`src/rtl/link_conn_pkg.sv`:
```
package link_conn_pkg;

    localparam int unsigned NUM_STATES = 6;

    typedef enum logic [2:0] {
        ST_ERST  = 3'd0,
        ST_EWAIT = 3'd1,
        ST_READY = 3'd2,
        ST_START = 3'd3,
        ST_CONN  = 3'd4,
        ST_RUN   = 3'd5
    } lc_state_e;

    typedef enum logic [1:0] {
        TXP_NONE     = 2'd0,
        TXP_NULL     = 2'd1,
        TXP_NULL_FCT = 2'd2,
        TXP_ALL      = 2'd3
    } tx_perm_e;

    typedef struct packed {
        logic err;
        logic nul;
        logic fct;
        logic nch;
        logic tc;
    } rx_ev_t;

    typedef struct packed {
        logic start;
        logic disable_req;
        logic credit_err;
    } ctl_t;

    // Convert a duration in nanoseconds to clock cycles, at least one.
    function automatic int unsigned ns_to_cycles(input longint unsigned clk_hz,
                                                 input longint unsigned dur_ns);
        longint unsigned c;
        c = (clk_hz * dur_ns) / 64'd1_000_000_000;
        if (c == 64'd0) c = 64'd1;
        return 32'(c);
    endfunction

endpackage

```
`src/rtl/lc_timer.sv`:
```
module lc_timer
    import link_conn_pkg::*;
#(
    parameter int unsigned SHORT_CYC = 64,
    parameter int unsigned LONG_CYC  = 128
) (
    input  logic clk,
    input  logic load,
    input  logic sel_short,
    output logic expired
);
    localparam int unsigned MAX_CYC = (LONG_CYC > SHORT_CYC) ? LONG_CYC : SHORT_CYC;
    localparam int unsigned CW      = (MAX_CYC > 2) ? $clog2(MAX_CYC) : 1;
    localparam logic [CW-1:0] RL_SHORT = CW'(SHORT_CYC - 1);
    localparam logic [CW-1:0] RL_LONG  = CW'(LONG_CYC - 1);

    logic [CW-1:0] cnt_q;

    always_ff @(posedge clk) begin
        if (load) begin
            cnt_q <= sel_short ? RL_SHORT : RL_LONG;
        end else if (cnt_q != '0) begin
            cnt_q <= cnt_q - 1'b1;
        end
    end

    assign expired = (cnt_q == '0);

endmodule

```
`src/rtl/lc_next_state.sv`:
```
module lc_next_state
    import link_conn_pkg::*;
(
    input  lc_state_e st,
    input  rx_ev_t    ev,
    input  ctl_t      ctl,
    input  logic      expired,
    output lc_state_e nxt
);
    logic fault_idle;   // faults while waiting or starting
    logic fault_conn;   // faults while connecting

    assign fault_idle = ev.err | ev.fct | ev.nch | ev.tc;
    assign fault_conn = ev.err | ev.nch | ev.tc;

    always_comb begin
        nxt = st;
        unique case (st)
            ST_ERST: begin
                if (expired) nxt = ST_EWAIT;
            end
            ST_EWAIT: begin
                if (fault_idle)   nxt = ST_ERST;
                else if (expired) nxt = ST_READY;
            end
            ST_READY: begin
                if (fault_idle)                          nxt = ST_ERST;
                else if (ctl.start && !ctl.disable_req)  nxt = ST_START;
            end
            ST_START: begin
                if (fault_idle)   nxt = ST_ERST;
                else if (ev.nul)  nxt = ST_CONN;
                else if (expired) nxt = ST_ERST;
            end
            ST_CONN: begin
                if (fault_conn)   nxt = ST_ERST;
                else if (ev.fct)  nxt = ST_RUN;
                else if (expired) nxt = ST_ERST;
            end
            ST_RUN: begin
                if (ev.err || ctl.credit_err || ctl.disable_req) nxt = ST_ERST;
            end
            default: nxt = ST_ERST;
        endcase
    end

endmodule

```
`src/rtl/lc_out_decode.sv`:
```
module lc_out_decode
    import link_conn_pkg::*;
(
    input  lc_state_e             st,
    output logic [NUM_STATES-1:0] state_oh,
    output logic                  tx_rst,
    output logic                  rx_en,
    output logic [1:0]            tx_perm
);
    for (genvar i = 0; i < NUM_STATES; i++) begin : g_oh
        assign state_oh[i] = (st == lc_state_e'(3'(i)));
    end

    tx_perm_e perm;

    always_comb begin
        unique case (st)
            ST_START: perm = TXP_NULL;
            ST_CONN:  perm = TXP_NULL_FCT;
            ST_RUN:   perm = TXP_ALL;
            default:  perm = TXP_NONE;
        endcase
    end

    assign tx_perm = perm;
    assign tx_rst  = (st == ST_ERST) || (st == ST_EWAIT) || (st == ST_READY);
    assign rx_en   = (st != ST_ERST);

endmodule

```
`src/rtl/link_conn_ctrl.sv`:
```
module link_conn_ctrl
    import link_conn_pkg::*;
#(
    parameter int unsigned CLK_HZ   = 10_000_000,
    parameter int unsigned SHORT_NS = 6400,
    parameter int unsigned LONG_NS  = 12800
) (
    input  logic       clk,
    input  logic       rst,
    input  logic       rx_err,
    input  logic       got_null,
    input  logic       got_fct,
    input  logic       got_nchar,
    input  logic       got_tc,
    input  logic       tx_credit_err,
    input  logic       link_start,
    input  logic       link_disable,
    output logic       tx_rst,
    output logic       rx_en,
    output logic [1:0] tx_perm,
    output logic [5:0] state_oh
);
    localparam int unsigned SHORT_CYC = ns_to_cycles(64'(CLK_HZ), 64'(SHORT_NS));
    localparam int unsigned LONG_CYC  = ns_to_cycles(64'(CLK_HZ), 64'(LONG_NS));

    lc_state_e st_q;
    lc_state_e nxt;
    rx_ev_t    ev;
    ctl_t      ctl;
    logic      expired;
    logic      load;
    logic      sel_short;

    assign ev  = '{err: rx_err, nul: got_null, fct: got_fct, nch: got_nchar, tc: got_tc};
    assign ctl = '{start: link_start, disable_req: link_disable, credit_err: tx_credit_err};

    always_ff @(posedge clk) begin
        if (rst) st_q <= ST_ERST;
        else     st_q <= nxt;
    end

    // Reload the window on reset and on every change of state.
    assign load      = rst || (nxt != st_q);
    assign sel_short = rst || (nxt == ST_ERST);

    lc_timer #(
        .SHORT_CYC(SHORT_CYC),
        .LONG_CYC (LONG_CYC)
    ) u_timer (
        .clk      (clk),
        .load     (load),
        .sel_short(sel_short),
        .expired  (expired)
    );

    lc_next_state u_next (
        .st     (st_q),
        .ev     (ev),
        .ctl    (ctl),
        .expired(expired),
        .nxt    (nxt)
    );

    lc_out_decode u_dec (
        .st      (st_q),
        .state_oh(state_oh),
        .tx_rst  (tx_rst),
        .rx_en   (rx_en),
        .tx_perm (tx_perm)
    );

endmodule

```
`config.mk`:
```
export PLATFORM = sky130hd
export DESIGN_NAME = link_conn_ctrl
export DESIGN_NICKNAME = d
export VERILOG_FILES = /design/src/rtl/link_conn_pkg.sv /design/src/rtl/lc_timer.sv /design/src/rtl/lc_next_state.sv /design/src/rtl/lc_out_decode.sv /design/src/rtl/link_conn_ctrl.sv
export SDC_FILE = /design/constraint.sdc
export NUM_CORES = 1
export LEC_CHECK = 0
export BUFFER_PORTS_ARGS = -buffer_cell sky130_fd_sc_hd__buf_4
export CAP_MARGIN = 15
export CORE_MARGIN = 2
export CORE_UTILIZATION = 51
export DETAILED_ROUTE_END_ITERATION = 12
export PLACE_DENSITY_LB_ADDON = 0.1
export SETUP_SLACK_MARGIN = 0.02
export SLEW_MARGIN = 40
export SYNTH_ARGS = -nofsm -noshare
export SYNTH_HDL_FRONTEND = slang
export SYNTH_SLANG_ARGS = --single-unit
```
`constraint.sdc`:
```
create_clock -name clk -period 5.6 [get_ports clk]
set_clock_uncertainty 0.05 [all_clocks]
set_input_delay 1.12 -clock clk [delete_from_list [all_inputs] [get_ports clk]]
set_output_delay 1.12 -clock clk [all_outputs]
set_load 0.01 [all_outputs]
```
Yosys cells after proc, flatten, opt, wreduce, memory -nomap -nowiden:

Index checks and enable logic that the tools add are counted.

* word-level logic and storage cells: 44
* output and inout bits: 10
* register bits after elaboration: 10
* input bits: 10

* multiplexer cells: 16
* bitwise logic cells: 5
* $add $sub $neg: 1
* equality and inequality tests: 6
* reductions and logical operators: 14

Operators by type and width (count)
* two-way mux 3 bit: 11
* two-way mux 7 bit: 3
* one-hot mux 3 bit (6 select lines): 1
* logical NOT 7 bit: 1
* nonzero test 7 bit: 1
* subtractor 7 x 1 -> 7 bit, second input constant: 1
* == test 3 x 2 -> 1 bit, second input constant: 2
* == test 3 bit, second input constant: 2
* logical NOT 3 bit: 2
* logical OR 1 bit: 6
* one-hot mux 2 bit (3 select lines): 1
* OR 1 bit: 5
* == test 3 x 1 -> 1 bit, second input constant: 1
* != test 3 bit: 1
* nonzero test 3 bit: 1
* nonzero test 2 bit: 1
* logical AND 1 bit: 1
* logical NOT 1 bit: 1

Longest topological paths before layout:

Gate-level depths: netlist of run 1.

* depth after elaboration: 9
* depth in mapped cells: 8
* gate-level depth less buffers: 8

Hierarchy:

A second synthesis of run 1 with hierarchy kept.

* cell total of the unflattened synthesis: 79
* area total of the unflattened synthesis: 757.0 µm²

Modules (own cells, without submodules)
* lc_timer: area each 399.1 µm², sequential area each 210.2 µm², cells each 33, times used 1
* lc_next_state: area each 161.4 µm², sequential area each 0.0 µm², cells each 24, times used 1
* link_conn_ctrl: area each 117.6 µm², sequential area each 60.1 µm², cells each 11, times used 1
* lc_out_decode: area each 78.8 µm², sequential area each 0.0 µm², cells each 11, times used 1

Worst setup path after synthesis of run 1:

Ideal clock, no wire load.

* path type: input -> register
* start point: input rx_err
* end point: register u_timer.cnt_q[0], enable pin
* slack: 2.694 ns
* library setup time: 0.292 ns
* path buffers: 0
* arrival time: 2.564 ns
* stages: 6
* cells stage by stage: nor4_1 -> nand4_1 -> mux2i_1 -> o21ai_0 -> a21oi_2 -> nand2_1

* longest elaborated chain between the ends: 8

Ends and longest elaborated chain
* start, declared: line link_conn_ctrl.sv:10 `input logic rx_err,`
* OR 1 bit (3 in series): line lc_next_state.sv:13 `assign fault_idle = ev.err | ev.fct | ev.nch | ev.tc;`
* two-way mux 3 bit (on tied branches): line lc_next_state.sv:31, lc_next_state.sv:27, lc_next_state.sv:23
* one-hot mux 3 bit (6 select lines) (*): line lc_next_state.sv:18 `unique case (st)`
* != test 3 bit (*): line link_conn_ctrl.sv:43 `assign load = rst || (nxt != st_q);`
* logical OR 1 bit (*): line link_conn_ctrl.sv:43
* nonzero test 2 bit (no line) (*)
* end signal, assigned: line lc_timer.sv:21 `cnt_q <= sel_short ? RL_SHORT : RL_LONG;`
* end signal, assigned: line lc_timer.sv:23 `cnt_q <= cnt_q - 1'b1;`
* end, declared: line lc_timer.sv:17 `logic [CW-1:0] cnt_q;`

Mark *: on every way between the ends. The rest lies on a longest branch, timed or not.
A chain may end at the register's enable or synchronous reset.

Final worst setup path of run 1:

* start point: input rx_err
* end point: register u_timer.cnt_q[6], enable pin

Same word-level chain as after synthesis.

==> results of run 1 <==
## metrics by stage
step                cell area (sq um)  power (uW)  cells  utilization, %  hold slack (ns)
floorplan                         749        89.6     90               -            0.494
global placement                  898        97.3    121            67.4            0.530
detailed placement                898        97.4    121            67.4            0.548
CTS                               925         146    125            69.3            0.562
global route                      925         153    125            69.3            0.573
finish                            925         143    125            69.3            0.559
## placed cells by master, fill, tap and decap left out, types with 2 or more instances in the layout
master    count
nor2_1        9
nor4_1        2
xor2_1        2
clkbuf_4      3
or4_1         2
edfxtp_1      7
o211ai_1      3
xnor2_1       3
a31oi_1       2
buf_4        19
o311a_1       2
nor3b_1       2
inv_1         7
nand3_1       5
ha_1          2
nand2_1      13
nor3_1        6
dfxtp_1       3
## layout make-up
type	count	area, sq um
multi-input cells	70	440
fillers	110	409
flip-flops and latches	10	270
repair buffers	19	143
inverters	7	26.3
clock buffers	3	22.5
well taps	15	18.8
clock inverters	1	3.75
## per-layer routing
| layer | track usage, % | up-vias |
|---|---|---|
| met5 | 0 | - |
| met4 | 8.13 | 0 |
| met3 | 4.74 | 4 |
| met2 | 26.2 | 33 |
| met1 | 31.5 | 319 |
| li1 | - | 370 |
## flip-flops by register name, summed over array words and instances (netlist names)
signal and cells:
u_timer.cnt_q 7, st_q 3
## worst max-delay path, stage by stage
cell and delay [ns]:
buf_4 0.12, nor4_1 0.54, nand4_1 0.17, mux2i_1 0.31, o21ai_0 0.17, a21oi_2 0.30
nand2_1 0.25
## kinds of logic (layout without fill, tap and decap cells)
logic type / Yosys count / in the layout / synth area share [%]
mux: 1 / 1 / 1.34
buf+inv: 10 / 30 / 5.18
compound gates: 13 / 13 / 13.7
xor+xnor: 5 / 5 / 5.84
fa+ha+maj: 2 / 2 / 3.34
simple gates: 49 / 49 / 34.6
flops: 10 / 10 / 36.1
## synth_stat cells, drive strengths merged
library cell and number:
nand2 13, nor2 10, edfxtp 7, inv 7, nor3 6, nand3 5
dfxtp 3, o211ai 3, xnor2 3, a21oi 2, a31oi 2, clkbuf 2
ha 2, nor3b 2, nor4 2, o311a 2, or4 2, xor2 2
a2111o 1, buf 1, mux2i 1, nand2b 1, nand4 1, nor2b 1
nor4b 1, nor4bb 1, o21ai 1, o31a 1, o41ai 1, or2 1
or2b 1, or3 1, or3b 1
## final timing paths
kind / startpoint / endpoint / cells after the start
setup / recovery: rx_err / u_timer.cnt_q[6] / 7
hold / removal: u_timer.cnt_q[0] / u_timer.cnt_q[0] / 1
setup reg to reg: u_timer.cnt_q[3] / u_timer.cnt_q[6] / 6
hold reg to reg: u_timer.cnt_q[0] / u_timer.cnt_q[0] / 1
## where the power goes
part / internal [uW] / switching (uW) / total (uW)
sequential: 80.6 / 1.37 / 81.9
combinational: 7.26 / 6.96 / 14.2
clock: 25.6 / 21.7 / 47.3
==> metrics.md, run 1 <==
| Metric | Value |
|---|---|
| Post-CTS setup buffer count | `0` |
| Initial antenna violation count | `0` |
| Cell area after synthesis | `between 700 and 800 sq um` |
| MaxCap Viol Count | `0` |
| Slew margin rel. | `about three fifths` |
| Die area | `roughly 1800 sq um` |
| Crit path launch type | `input pin` |
| Worst-skew pair later-pin latency | `between 0.2 and 0.3 ns` |
| # clock sinks | `10` |
| Via count | `a little over 700` |
| CP Max Fanout | `7` |
| Hold crit path type | `flip-flop to flip-flop` |
| Vias per cell | `approximately 5.8` |
| DP HPWL | `between 1000 and 1500 um` |
| Min Clock Period, post-route | `between 3 and 4 ns` |
| Nets@finish | `roughly 120` |
| Top-area cell type share of the netlist area | `~28%` |
| Die Wd | `approximately 42 um` |
| Worst Path Required | `5.51 ns` |
| Maximum number of pins on one net before global-route repair | `17` |
| Final WS setup | `2.53 ns` |
| GRT Util Overall | `roughly a fifth` |
| Unique masters post-synth | `35` |
| CTS HTree Levels | `1` |
| Syn avg cell area | `approximately 8.3 sq um` |
| Ant. Diodes | `0` |
| Final ANT Viol Nets | `0` |
| Layout cells sized above 1 | `24.5%` |
| RSZ-0062 raised after global routing | `no` |
| Clk pin slew, worst setup/hold paths | `0.06 ns` |
| Final setup vio count | `0` |
| Vias in the first global route | `between 500 and 600` |
| Post-synthesis sequential area ratio | `~36%` |
| FMAX | `326 MHz` |
| Top cells by area, synth | `edfxtp_1, dfxtp_1, nand2_1` |
| Met3 wire length | `104 um` |
| Average wire per standard cell | `around 13 um` |
| Chip Height | `roughly 42 um` |
| Placement Setup Slack | `between 2 and 2.5 ns` |
| Yosys warning total | `0` |
| CP Capture Type | `flip-flop` |
| GRT overflow | `0` |
| Clock tree buffer depth | `2` |
| Hold buffers post-CTS | `0` |
| Ratio of final minimum period to clock period | `between 50 and 60%` |
| Post-synth top area cell | `edfxtp_1` |
| WS Path Type | `input pin to flip-flop` |
| CP Data Arrival Time | `2.98 ns` |
| Metal-1 WL | `slightly above 800 um` |
| CTS tree | `yes` |
| Drt first pass iters | `5` |
| Max IR drop VDD | `around 0.14 mV` |
| Power density over cell area | `155 nW/um^2` |
| Gp weighted congestion | `0.864` |
| Final max-slew violation count | `0` |
| # port buffers | `19` |
| Cells after Synth | `90` |
| Met2 wire length | `about 700 um` |
| Row count | `13` |
| Starting Density | `56.2%` |
| I/O Pins | `20` |
| Global-route wire length before repair | `roughly 2700 um` |
| Slew @ Worst Pin | `0.578 ns` |
| DRC | `0` |
| Drt total wl | `1630 um` |
| Synthesis-stage register bit count | `10` |
| Setup TNS | `0 ns` |
| CTS buffer count | `3` |
| CTS root buf | `clkbuf_4` |
| Post-cts sizing count | `0` |
| Syn Nets | `102` |
| Max Used Layer | `met4` |
| Status | `finished, final reports clean` |
| R2r setup slk | `approximately 2.9 ns` |
| Leakage | `0.000354 uW` |
| Area of the core | `between 1000 and 1500 sq um` |
| First DRT Iteration DRCs | `27` |
| Area grow syn2layout | `23.4%` |
| Final Hold Fails | `0` |
Note: power is estimated with default switching activity, not from simulation.
==> run 2: changes to the inputs <==
--- a/config.mk
+++ b/config.mk
@@ -5,6 +5,7 @@
 export SDC_FILE = /design/constraint.sdc
 export NUM_CORES = 1
 export LEC_CHECK = 0
+export ABC_AREA = 1
 export BUFFER_PORTS_ARGS = -buffer_cell sky130_fd_sc_hd__buf_4
 export CAP_MARGIN = 15
 export CORE_MARGIN = 2
==> constraint.sdc (replaced) <==
create_clock -name clk -period 3 [get_ports clk]
set_clock_uncertainty 0.05 [all_clocks]
set_input_delay 0.6 -clock clk [delete_from_list [all_inputs] [get_ports clk]]
set_output_delay 0.6 -clock clk [all_outputs]
set_load 0.01 [all_outputs]
==> run 2 against run 1 <==
Net effect:
- routed wire length is 2.4% higher
- total power rose by 90%
- flip-flop and latch count did not move
- sequential power rose by 87%
- count of clock-buffer cells in the layout unchanged
- combinational power rose by 100%
- first-iteration DRC count increased by 30%
- worst setup slack got worse by 1.8 ns
- largest power group unchanged
==> metrics.md, run 2 <==
| Metric | Value |
|---|---|
| GRT Util Overall | `20.0% (was 20.2%)` |
| Max stage delay cell, worst path | `edfxtp_1 (was nor4_1)` |
| Yosys warning total | `0 (unchanged)` |
| Finished Cell Area | `975 sq um (was 925 sq um)` |
| Worst Path Required | `2.88 ns (was 5.51 ns)` |
| Global-route wire length before repair | `2870 um (was 2730 um)` |
| RSZ-0062 raised after global routing | `no (unchanged)` |
| Hold buffers post-CTS | `0 (unchanged)` |
| Placed cells | `154 (was 121)` |
| Clock tree buffer depth | `2 (unchanged)` |
| GRT overflow | `0 (unchanged)` |
| Area grow syn2layout | `24.0% (was 23.4%)` |
| Placed cell area | `948 sq um (was 898 sq um)` |
| Die Wd | `43.3 um (was 42.3 um)` |
| Cell Chain, Critical Path | `inv_1 > ha_1 > inv_1 > nor2_1 > nand3_1 > nand2_1 > nand2_1 > a21oi_1 > nand3_2 > nor2_4 > nand3_1 (was buf_4 > nor4_1 > nand4_1 > mux2i_1 > o21ai_0 > a21oi_2 > nand2_1)` |
| Cells after Synth | `119 (was 90)` |
| CP Capture Type | `flip-flop (unchanged)` |
| Power density over cell area | `280 nW/um^2 (was 155 nW/um^2)` |
| FMAX | `~440 MHz` |
| Initial antenna violation count | `0 (unchanged)` |
| Top-area cell type share of the netlist area | `26.8% (was 28.0%)` |
| Top cells by area, synth | `edfxtp_1, nand2_1, inv_1 (was edfxtp_1, dfxtp_1, nand2_1)` |
| Drt first pass iters | `5 (unchanged)` |
| Post-CTS setup buffer count | `0 (unchanged)` |
| Area of the multi-input gates | `437 sq um (was 440 sq um)` |
| Combinational share of power | `10.6% (was 9.9%)` |
| Sw Share | `22.1% (was 21.0%)` |
| Reg area | `270 sq um (unchanged)` |
| Final WS setup | `0.720 ns (was 2.53 ns)` |
| Placement Setup Slack | `0.562 ns (was 2.28 ns)` |
| CTS root buf | `clkbuf_4 (unchanged)` |
| Worst-skew pair later-pin latency | `0.26 ns (about the same)` |
| Clock network power share | `33.5% (was 33.0%)` |
| Hold_ws | `0.493 ns (was 0.559 ns)` |
| Row count | `14 (was 13)` |
| Hold crit path type | `input pin to flip-flop (was flip-flop to flip-flop)` |
| Int Pwr | `213 uW (was 113 uW)` |
| Syn Nets | `131 (was 102)` |
| I/O Pins | `20 (unchanged)` |
| CTS tree | `yes (unchanged)` |
| Most flop-heavy register | `u_timer.cnt_q (unchanged)` |
| Post-synth top flop | `edfxtp_1 (unchanged)` |
| WS Path Type | `flip-flop to flip-flop (was input pin to flip-flop)` |
| Leakage | `0.000507 uW (was 0.000354 uW)` |
| Drt total wl | `1670 um (was 1630 um)` |
| # port buffers | `19 (unchanged)` |
| Post-synthesis sequential area ratio | `34.4% (was 36.1%)` |
| Cell area after synthesis | `786 sq um (was 749 sq um)` |
| Final setup vio count | `0 (unchanged)` |
| Chip Height | `43.3 um (was 42.3 um)` |
| Leading cell type in the layout, fill and taps excluded | `nand2_1 (was buf_4)` |
| CP Max Fanout | `9 (was 7)` |
| # clock sinks | `10 (unchanged)` |
| Final cell count without fillers | `158 (was 125)` |
| Worst path max stage delay | `0.40 ns (was 0.54 ns)` |
| Layout cells sized above 1 | `23.2% (was 24.5%)` |
| CP Data Arrival Time | `2.16 ns (was 2.98 ns)` |
| EDFF count, synth | `7 (unchanged)` |
| NetSw | `60.4 uW (was 30.1 uW)` |
| Vias per cell | `5.20 (was 5.81)` |
| First DRT Iteration DRCs | `35 (was 27)` |
| Average wire per standard cell | `10.6 um (was 13.1 um)` |
| Post-synth top area cell | `edfxtp_1 (unchanged)` |
| Area of the core | `1470 sq um (was 1330 sq um)` |
| Final ANT Viol Nets | `0 (unchanged)` |
| DP HPWL | `1370 um (was 1290 um)` |
| Setup TNS | `0 ns (unchanged)` |
| Post-synth top cells | `nand2_1, inv_1, nor2_1 (was nand2_1, nor2_1, edfxtp_1, inv_1, nor3_1)` |
| MaxCap Viol Count | `0 (unchanged)` |
| Unique masters post-synth | `20 (was 35)` |
| DRC | `0 (unchanged)` |
| Reg power frac | `55.9% (was 57.1%)` |
| CTS buffer count | `3 (unchanged)` |
| Final max-slew violation count | `0 (unchanged)` |
| Starting Density | `53.4% (was 56.2%)` |
| Ratio of final minimum period to clock period | `between 70% and 80%` |
| Fillers | `143 (was 110)` |
| Final Hold Fails | `0 (unchanged)` |
| Synthesis-stage register bit count | `10 (unchanged)` |
| Asr flop ratio synth | `0% (unchanged)` |
| Max reg flops | `7 (unchanged)` |
| Top Registers | `u_timer.cnt_q: 7 flops, st_q: 3 flops (unchanged)` |
| Die area | `1870 sq um (was 1790 sq um)` |
| CTS HTree Levels | `1 (unchanged)` |
| Max IR drop VDD | `0.178 mV (was 0.143 mV)` |
| Clk pin slew, worst setup/hold paths | `0.07 ns (was 0.06 ns)` |
| Ant. Diodes | `0 (unchanged)` |
| Slew @ Worst Pin | `0.326 ns (was 0.578 ns)` |
| Status | `finished, final reports clean (unchanged)` |
| Post-cts sizing count | `0 (unchanged)` |
| Gp weighted congestion | `0.929 (was 0.864)` |
| Via count | `821 (was 726)` |
| Crit path launch type | `flip-flop (was input pin)` |
| Most frequent cells in the layout | `nand2_1, inv_1, nor2_1 (was buf_4, nand2_1, nor2_1)` |
| Syn avg cell area | `6.60 sq um (was 8.33 sq um)` |
| Count leader, synth | `nand2_1 (unchanged)` |
| Maximum number of pins on one net before global-route repair | `10 (was 17)` |
| Nets@finish | `155 (was 123)` |
| Slew margin rel. | `78.2% (was 61.1%)` |
| Min Clock Period, post-route | `2.28 ns` |
| Vias in the first global route | `709 (was 583)` |
-- run 2: changes by cell type in the layout (fill, tap and decap cells not counted), sizes merged, moves of 3 or more --
cell and delta:
nor3 -4, inv +14, nand3 +10, o211ai -3
nor2 +14, nand4 +3, nand2 +20
-- run 2: final timing paths --
check	end	from	slack [ns]	depth (start not counted)
hold / removal	st_q[1]	rst	0.49	2
hold reg to reg	u_timer.cnt_q[0]	u_timer.cnt_q[0]	0.56	1
setup / recovery	u_timer.cnt_q[6]	u_timer.cnt_q[0]	0.72	11
setup reg to reg	u_timer.cnt_q[6]	u_timer.cnt_q[0]	0.72	11
-- run 2: final cells by class --
type / instances / area share (%)
Clock buffer: 3 / 2.31
Clock inverter: 1 / 0.385
Inverter: 21 / 8.09
Multi-Input combinational cell: 88 / 44.8
Sequential cell: 10 / 27.7
Tap cell: 16 / 2.05
Timing Repair Buffer: 19 / 14.6
-- run 2: metrics by stage --
stage	power [uW]	utilization, %
after global placement	184	64.5
after CTS	276	66.2
after global routing	287	66.2
final	273	66.2
after detailed placement	184	64.5
after floorplan	171	-
-- run 2: routing by layer --
layer | routed length (um) | up-vias | global-route usage, %
met5 | 0 | - | 0
met4 | 26 | 0 | 7.27
met3 | 130 | 6 | 2.13
met2 | 740 | 29 | 29.9
met1 | 776 | 365 | 29.5
li1 | - | 421 | -
-- run 2: power groups by stage --
| stage | Clock (uW) | Combinational, uW | Sequential [uW] |
|---|---|---|---|
| after floorplan | 0 | 15.5 | 155 |
| after global placement | 0 | 28.2 | 156 |
| after detailed placement | 0 | 28.8 | 156 |
| after CTS | 94.2 | 29.0 | 153 |
| after global routing | 101 | 33.1 | 153 |
| final | 91.5 | 29.0 | 153 |
-- run 2: cells by family (layout without fill, tap and decap cells) --
group,count (synthesis),after routing,share of synthesized area [%]
and+or+nand+nor,80,80,47.6
buffers and inverters,21,44,10.0
DFF,10,10,34.4
AOI/OAI and AO/OA,4,4,2.55
adders and majority gates,2,2,3.18
xor gates and xnor gates,2,2,2.23
-- run 2: critical path, delay by kind of cell (launching register included) --
| kind | cells | cell delay, ns |
|---|---|---|
| buf+inv | 2 | 0.18 |
| fa+ha+maj | 1 | 0.18 |
| flops | 1 | 0.40 |
| compound gates | 1 | 0.18 |
| simple gates | 7 | 0.96 |
